==> config.mk <==
export PLATFORM = sky130hd
export DESIGN_NAME = slt_unit
export DESIGN_NICKNAME = d
export VERILOG_FILES = /design/src/rtl/slt_pkg.sv /design/src/rtl/slt_decode.sv /design/src/rtl/slt_operand.sv /design/src/rtl/slt_compare.sv /design/src/rtl/slt_unit.sv
export SDC_FILE = /design/constraint.sdc
export NUM_CORES = 1
export LEC_CHECK = 0
export ABC_AREA = 1
export BUFFER_PORTS_ARGS = -buffer_cell sky130_fd_sc_hd__buf_2
export CELL_PAD_IN_SITES_DETAIL_PLACEMENT = 0
export CELL_PAD_IN_SITES_GLOBAL_PLACEMENT = 1
export CORE_MARGIN = 2
export CORE_UTILIZATION = 27
export DETAILED_ROUTE_END_ITERATION = 8
export MAX_ROUTING_LAYER = met4
export PLACE_DENSITY = 0.88
export SYNTH_ARGS = -nofsm -noshare
export SYNTH_HDL_FRONTEND = slang
export SYNTH_SLANG_ARGS = --single-unit
==> constraint.sdc <==
create_clock -name clk -period 1.2 [get_ports clk]
set_clock_uncertainty 0.2 [all_clocks]
set_input_delay 0.12 -clock clk [delete_from_list [all_inputs] [get_ports clk]]
set_output_delay 0.12 -clock clk [all_outputs]
set_load 0.02 [all_outputs]
==> src/rtl/slt_pkg.sv <==
package slt_pkg;

  localparam int ILEN   = 32;
  localparam int OP_W   = 6;
  localparam int FN_W   = 6;
  localparam int RIDX_W = 5;
  localparam int IMM_W  = 16;

  // field positions used by the decode
  localparam int OP_LSB = ILEN - OP_W;
  localparam int RT_LSB = 16;
  localparam int RD_LSB = 11;

  localparam logic [OP_W-1:0] OPC_REG   = 6'd0;
  localparam logic [OP_W-1:0] OPC_LTI   = 6'd10;
  localparam logic [OP_W-1:0] OPC_LTIU  = 6'd11;
  localparam logic [FN_W-1:0] FN_LT     = 6'd42;
  localparam logic [FN_W-1:0] FN_LTU    = 6'd43;

  typedef enum logic [2:0] {
    K_NONE = 3'd0,
    K_LT   = 3'd1,
    K_LTU  = 3'd2,
    K_LTI  = 3'd3,
    K_LTIU = 3'd4
  } cmp_kind_e;

  typedef struct packed {
    cmp_kind_e kind;
    logic      is_cmp;
    logic      use_imm;
    logic      signed_cmp;
  } cmp_ctl_t;

endpackage

==> src/rtl/slt_decode.sv <==
module slt_decode
  import slt_pkg::*;
(
  input  logic [OP_W-1:0] opcode,
  input  logic [FN_W-1:0] funct,
  output cmp_ctl_t        ctl
);

  function automatic cmp_kind_e classify(input logic [OP_W-1:0] op,
                                         input logic [FN_W-1:0] fn);
    cmp_kind_e k;
    k = K_NONE;
    if (op == OPC_REG) begin
      if (fn == FN_LT)       k = K_LT;
      else if (fn == FN_LTU) k = K_LTU;
    end else if (op == OPC_LTI) begin
      k = K_LTI;
    end else if (op == OPC_LTIU) begin
      k = K_LTIU;
    end
    return k;
  endfunction

  cmp_kind_e kind_w;

  always_comb begin
    kind_w         = classify(opcode, funct);
    ctl.kind       = kind_w;
    ctl.is_cmp     = (kind_w != K_NONE);
    ctl.use_imm    = (kind_w == K_LTI) || (kind_w == K_LTIU);
    ctl.signed_cmp = (kind_w == K_LT)  || (kind_w == K_LTI);
  end

endmodule

==> src/rtl/slt_operand.sv <==
module slt_operand #(
  parameter int XLEN  = 32,
  parameter int IMM_W = 16
) (
  input  logic [IMM_W-1:0] imm,
  input  logic [XLEN-1:0]  rt_val,
  input  logic             use_imm,
  output logic [XLEN-1:0]  opb
);

  logic [XLEN-1:0] imm_ext;

  generate
    if (IMM_W >= XLEN) begin : g_trunc
      assign imm_ext = imm[XLEN-1:0];
    end else begin : g_sext
      localparam int PAD = XLEN - IMM_W;
      assign imm_ext = {{PAD{imm[IMM_W-1]}}, imm};
    end
  endgenerate

  assign opb = use_imm ? imm_ext : rt_val;

endmodule

==> src/rtl/slt_compare.sv <==
module slt_compare #(
  parameter int XLEN = 32
) (
  input  logic [XLEN-1:0] a,
  input  logic [XLEN-1:0] b,
  input  logic            signed_cmp,
  output logic            lt
);

  localparam int MSB = XLEN - 1;

  // Inverting the top bit maps two's-complement order onto unsigned order,
  // so one magnitude comparator serves both forms.
  function automatic logic [XLEN-1:0] bias(input logic [XLEN-1:0] v,
                                           input logic s);
    logic [XLEN-1:0] r;
    r      = v;
    r[MSB] = v[MSB] ^ s;
    return r;
  endfunction

  logic [XLEN-1:0] a_b;
  logic [XLEN-1:0] b_b;

  assign a_b = bias(a, signed_cmp);
  assign b_b = bias(b, signed_cmp);
  assign lt  = (a_b < b_b);

endmodule

==> src/rtl/slt_unit.sv <==
module slt_unit
  import slt_pkg::*;
#(
  parameter int XLEN = 32
) (
  input  logic                clk,
  input  logic                rst_n,
  input  logic [ILEN-1:0]     instr,
  input  logic [XLEN-1:0]     rs_val,
  input  logic [XLEN-1:0]     rt_val,
  output logic [XLEN-1:0]     res_o,
  output logic [RIDX_W-1:0]   dst_o,
  output logic                wr_en_o,
  output logic                is_cmp_o
);

  // instruction fields
  logic [OP_W-1:0]   f_op;
  logic [FN_W-1:0]   f_fn;
  logic [RIDX_W-1:0] f_rt;
  logic [RIDX_W-1:0] f_rd;
  logic [IMM_W-1:0]  f_imm;
  logic              unused_fields;

  assign f_op  = instr[ILEN-1:OP_LSB];
  assign f_fn  = instr[FN_W-1:0];
  assign f_rt  = instr[RT_LSB +: RIDX_W];
  assign f_rd  = instr[RD_LSB +: RIDX_W];
  assign f_imm = instr[IMM_W-1:0];
  assign unused_fields = ^instr[25:21];

  // named internal events
  cmp_ctl_t          ctl;
  logic [XLEN-1:0]   opb;
  logic              lt_w;
  logic [RIDX_W-1:0] dst_w;
  logic [XLEN-1:0]   res_w;

  slt_decode u_dec (
    .opcode (f_op),
    .funct  (f_fn),
    .ctl    (ctl)
  );

  slt_operand #(.XLEN(XLEN), .IMM_W(IMM_W)) u_opb (
    .imm     (f_imm),
    .rt_val  (rt_val),
    .use_imm (ctl.use_imm),
    .opb     (opb)
  );

  slt_compare #(.XLEN(XLEN)) u_cmp (
    .a          (rs_val),
    .b          (opb),
    .signed_cmp (ctl.signed_cmp),
    .lt         (lt_w)
  );

  always_comb begin
    dst_w = '0;
    res_w = '0;
    if (ctl.is_cmp) begin
      dst_w    = ctl.use_imm ? f_rt : f_rd;
      res_w[0] = lt_w;
    end
  end

  always_ff @(posedge clk or negedge rst_n) begin
    if (!rst_n) begin
      res_o    <= '0;
      dst_o    <= '0;
      wr_en_o  <= 1'b0;
      is_cmp_o <= 1'b0;
    end else begin
      res_o    <= res_w;
      dst_o    <= dst_w;
      wr_en_o  <= ctl.is_cmp;
      is_cmp_o <= ctl.is_cmp;
    end
  end

endmodule

==> flow_summary_export.csv, run 1 <==
group,metric,value,unit
run_status,status,"complete, but fails checks",
run_status,violations,"hold timing, setup timing",
routing,wl_per_cell,9.95,um
yosys,synth-main-ff-cell,"dfrtp_1",
routing,num_vias,1811,
critical_path,path_common_cell,"or3_4",
critical_path,path_delay_family,"simple AND/OR/NAND/NOR gates",
sta,report.final.hold_viol_count,1,
sta,fmax,465,MHz
yosys,syn_area_per_cell,7.25,um2
pwr,p_leak,1.36,nW
yosys,ys_seq_area_share,10.7,%
routing,drt_iter0_drc,37,
sta,drv_slew,0,
sta,setup_ws,-0.949,ns
die,die_w,81.9,um
placed_design,place_ws,-1.24,ns
sta,rsz0062_at_grt,"true",
critical_path,worstPathRequired,1.10,ns
placed_design,postPlaceCellArea,2260,um2
run,drv_cap,0,
die,initial_core_util,27.8,%
grt,grt_max_degree,21,
placed_design,gp_congestion,0.778,
layout,fin_area,2390,um2
grt,antenna_found_initial,0,
clocking,htreeDepth,1,
critical_path,cp-startpoint,"instr[27]",
routing,drt_wl_total,4180,um
yosys,yosys-top-cells-area,"ha_1 (24%), buf_4 (15%), dfrtp_1 (11%)",
sta,finalSetupViolations,7,
die,ios,137,
yosys,synth_top_cell_area_share,23.7,%
routing,postRouteAntennaNets,0,
critical_path,slowest_delay,0.40,ns
yosys,synthCells,226,
layout,multi_input_area,1280,um2
yosys,synth_edf_count,0,
yosys,yosys_warnings,0,
clocking,cts_max_path_buffers,2,
yosys,synth_seq_cells,7,
grt,grt_overflow_total,0,
clocking,cts_buffers,3,
sta,min_period,2.15,ns
critical_path,worst_path_max_delay_cell,"or3_4",
clocking,cts.clk_slew.worst_paths,0.04,ns
layout,nets,475,
routing,drc_errors,0,
critical_path,cp_max_fo,3,
layout,post-route-util,40.7,%
yosys,synth_most_common_cell,"nand2_1",
layout,regArea,175,um2
layout,antennaDiodeCount,0,
die,rows,28,
routing,drt-pass1-iter-count,4,
yosys,synth_area,1640,um2
sta,finalCritPeriodShare,179,%
pwr,ir_drop,558,uV
grt,track_usage,12.0,%
yosys,async_flop_share,100,%
die,dieArea,6710,um2
die,core,5890,um2
critical_path,crit_cells,12,
yosys,synth_largest_area_cell,"ha_1",
layout,area.growth.synth_to_final,46.2,%
critical_path,cp-start-kind,"primary input",
placed_design,dp_hpwl,3720,um
critical_path,endpoint,"res_o[0]",
yosys,ys_types,29,
critical_path,crit_chain,"buf_2, nor2_4, nand3_2, or3_4, nand2_4, xor2_1, ha_1, nand4_1, or3_4, a21o_1, nand4_4, a21oi_2",
pwr,p_per_area,505,nW/um2
grt,grt_pass1_vias,1564,
worst_hold_path,hp-class,"in2reg",
critical_path,end_kind,"register",
critical_path,path_class,"in2reg",
clocking,tritoncts,"built",
pwr,power,0.00121,W
routing,via_per_inst,4.31,
sta,holdWs,-0.00278,ns
critical_path,arrival,2.05,ns
critical_path,path_buf_inv,1,
grt,grt_first_pass_wirelength,6280,um
layout,drive_gt1_share,42.0,%
layout,nFillCells,638,
yosys,ys_top_cells_by_count,"nand2_1 (43), buf_4 (33), ha_1 (31)",
clocking,root_buffer,"clkbuf_8",
placed_design,port_buffers,100,
clocking,cts.sinks,7,
die,die_y,81.9,um
==> flip-flops by register name, summed over array words and instances (netlist names) <==
signal	cells
dst_o	5
res_o	1
wr_en_o	1
==> kinds of logic (layout without fill, tap and decap cells) <==
| logic type | count (synthesis) | in the layout | share of synthesized area (%) |
|---|---|---|---|
| AO/OA/AOI/OAI | 49 | 49 | 17.5 |
| XOR/XNOR | 2 | 2 | 1.07 |
| adder cells (fa/ha/maj) | 31 | 31 | 23.7 |
| buffers and inverters | 59 | 148 | 21.2 |
| flip-flops | 7 | 7 | 10.7 |
| multiplexers | 8 | 8 | 4.89 |
| other | 1 | 31 | 0.229 |
| AND/OR/NAND/NOR | 69 | 69 | 20.7 |
==> stage by stage <==
stage | setup TNS (ns) | std cells
final | -2.05 | 420
after CTS | -2.00 | 420
after floorplan | -1.30 | 256
after global routing | -2.52 | 420
after detailed placement | -3.47 | 413
after global placement | -3.17 | 413
==> power by group <==
| group | total, W | internal (W) | switching [W] | leakage (nW) |
|---|---|---|---|---|
| Combinational | 0.000644 | 0.000296 | 0.000348 | 1.24 |
| Sequential | 0.000241 | 0.000240 | 0.000000714 | 0.0973 |
| Clock | 0.000323 | 0.000229 | 0.0000941 | 0.0228 |
==> worst min-delay path, cell delays in order <==
cell,delay (ns)
buf_2,0.08
nand2_1,0.04
o21ai_0,0.06
nand2_1,0.05
inv_1,0.04
==> how the worst min path moves through the flow <==
stage,end,cells past startpoint,startpoint,slack [ns]
global placement,dst_o[3],1,rst_n,-0.25
global route,dst_o[3],5,instr[19],0.03
floorplan,dst_o[0],0,rst_n,-0.38
CTS,dst_o[4],5,instr[20],0.002
detailed placement,dst_o[2],1,rst_n,-0.24
finish,dst_o[3],5,instr[19],-0.003
==> cell type report <==
| cell class | count | area share [%] |
|---|---|---|
| inverters | 21 | 3.29 |
| well taps | 75 | 3.92 |
| clock buffers | 4 | 1.88 |
| multi-input cells | 190 | 53.4 |
| repair buffers | 123 | 30.1 |
| flip-flops and latches | 7 | 7.31 |
==> layer usage <==
metal	up-vias	global-route usage, %	part of all wire [%]	wire length (um)
met3	6	0.440	8.2	343
li1	944	-	-	-
met2	76	21.9	49	2030
met4	0	3.17	1.6	65
met1	785	14.4	42	1740
met5	-	-	0	0
==> what timing repair did <==
action | 4_1_cts | 5_1_grt
setup buffers | 2 | 0
gates resized for setup | 8 | 7
endpoints found under the hold margin | 7 | 0
setup endpoints to repair | 7 | 7
pin swaps | 3 | 5
hold buffers | 1 | 0
==> cells in the final DEF, fill, tap and decap left out, types with 2 or more instances in the layout <==
cell type | netlist | routed
a211oi_1 | 3 | 2
buf_4 | 33 | 16
nand4_1 | 3 | 3
nand2_4 | 0 | 2
inv_1 | 21 | 21
buf_12 | 0 | 2
xor2_1 | 2 | 2
nor2_4 | 1 | 3
mux2i_1 | 8 | 8
buf_2 | 2 | 99
conb_1 | 1 | 31
dfrtp_1 | 7 | 7
or3_4 | 1 | 2
ha_1 | 31 | 31
buf_6 | 0 | 5
clkbuf_8 | 0 | 3
o21ai_0 | 30 | 30
a21oi_1 | 12 | 11
nor2_2 | 2 | 2
nand3_2 | 3 | 3
nand3_1 | 5 | 5
nand2_1 | 43 | 40
a21oi_2 | 1 | 2
nor2_1 | 6 | 4
(Power assumes the default switching activity.)
==> run 2: changes to the inputs <==
Settings changed: PLACE_DENSITY 0.88 to 0.94.
==> run 2 against run 1 <==
Against the previous run:
- the run ends with setup timing left
- core utilization up 1.3 points
- sequential share of layout area fell by 0.23 points
- clock power about the same
- die area stayed put
- critical path type unchanged
- critical endpoint unchanged
- highest routed layer unchanged
==> flow_summary_export.csv, run 2 (same netlist as run 1, synthesis figures left out) <==
group,metric,value,unit
pwr,p_leak,1.40,nW
routing,wl_met3,301,um
routing,postRouteAntennaNets,0,
sta,finalCritPeriodShare,179,%
run_status,status,"complete, but fails checks",
routing,drc_errors,0,
critical_path,cp_max_fo,3,
routing,drt_iter0_drc,28,
routing,drt-pass1-iter-count,4,
die,die_w,81.9,um
clocking,cts_buffers,3,
critical_path,cp-start-kind,"primary input",
grt,track_usage,13.0,%
routing,wl_met2,2410,um
die,core,5890,um2
run,drv_cap,0,
routing,wl_met1,1830,um
critical_path,endpoint,"res_o[0]",
die,ios,137,
grt,grt_max_degree,19,
layout,instances_no_fill,425,
layout,antennaDiodeCount,0,
critical_path,arrival,2.05,ns
sta,finalSetupViolations,7,
clocking,cts.sinks,7,
layout,area.growth.synth_to_final,50.9,%
pwr,ir_drop,528,uV
sta,fmax,465,MHz
layout,drive_gt1_share,44.6,%
sta,rsz0062_at_grt,"true",
critical_path,path_class,"in2reg",
grt,grt_overflow_total,0,
routing,via_per_inst,4.35,
die,dieArea,6710,um2
layout,layout.cells.most_common_list,"buf_2 (98), nand2_1 (39), ha_1 (31), conb_1 (31), o21ai_0 (27)",
routing,highest_layer,"met4",
die,rows,28,
sta,report.final.hold_viol_count,0,
routing,wl_per_cell,10.8,um
clocking,root_buffer,"clkbuf_8",
placed_design,port_buffers,100,
sta,setup_ws,-0.952,ns
placed_design,place_ws,-1.26,ns
die,initial_core_util,27.8,%
layout,reg.largest.list,"dst_o (5), res_o (1), wr_en_o (1)",
layout,nets,480,
critical_path,cp-startpoint,"instr[30]",
layout,post-route-util,42.0,%
critical_path,end_kind,"register",
placed_design,gp_congestion,0.822,
clocking,cts.clk_slew.worst_paths,0.04,ns
worst_hold_path,hp-class,"in2reg",
grt,grt_first_pass_wirelength,6850,um
grt,antenna_found_initial,0,
critical_path,worstPathRequired,1.10,ns
pwr,p_per_area,502,nW/um2
sta,holdWs,0.00252,ns
placed_design,dp_cells,415,
grt,grt_pass1_vias,1732,
layout,largest_register,"dst_o",
run_status,violations,"setup timing",
routing,num_vias,1848,
layout,final_common_cell,"buf_2",
sta,drv_slew,0,
sta,min_period,2.15,ns
die,die_y,81.9,um
clocking,htreeDepth,1,
placed_design,dp_hpwl,3890,um
clocking,tritoncts,"built",
clocking,cts_max_path_buffers,2,
layout,largest_register_ffs,5,
routing,drt_wl_total,4580,um
pwr,power,0.00124,W
## run 2: changes by cell type in the layout (fill, tap and decap cells not counted), moves of 2 or more
cell and delta:
a211oi_1 -2, a211oi_2 +2, buf_4 +5, o21ai_0 -3, o21ai_1 +2
## run 2: worst min path at each step
stage	from	end	slack, ns	cells past startpoint
global placement	rst_n	dst_o[2]	-0.25	1
finish	instr[19]	dst_o[3]	0.003	5
floorplan	rst_n	dst_o[0]	-0.38	0
CTS	instr[19]	dst_o[3]	0.0009	5
detailed placement	rst_n	dst_o[1]	-0.24	1
global route	instr[19]	dst_o[3]	0.04	5
## run 2: area by class of cell
cell class                 count  area, um2
timing repair buffer         128        771
multi-input combinational    190       1310
fill                         628       3410
tap                           75       93.8
sequential                     7        175
clock buffer                   4       45.0
inverter                      21       78.8
## run 2: repair_timing
action	4_1_cts	5_1_grt
cloned	0	1
endpoints found under the setup margin	7	7
hold endpoints to repair	7	0
pin swaps	3	8
resized for setup	16	17
buffers inserted	9	2
hold buffers	1	0
## run 2: metrics by stage
step | TNS [ns] | area, um2
after global placement | -2.85 | 2260
after global routing | -2.24 | 2470
after CTS | -5.53 | 2450
after floorplan | -1.30 | 1780
final | -1.63 | 2470
after detailed placement | -3.22 | 2260
## run 2: metal layers
layer	vias to the layer above	global-route usage (%)
li1	956	-
met1	817	13.7
met2	71	25.6
met3	4	0.989
met4	0	3.83
met5	-	-
## run 2: critical path: stages
cell,delay (ns)
buf_6,0.10
nor2_4,0.14
nand3_2,0.11
or3_4,0.41
nand2_4,0.08
xor2_1,0.06
ha_1,0.30
nand4_1,0.09
or3_4,0.34
a21o_1,0.19
nand4_4,0.09
a21oi_2,0.04
## run 2: where the power goes
part / internal, W / total (W) / switching [W]
Combinational: 0.000313 / 0.000673 / 0.000360
Sequential: 0.000240 / 0.000241 / 0.000000748
Clock: 0.000229 / 0.000325 / 0.0000960
Total: 0.000782 / 0.00124 / 0.000457
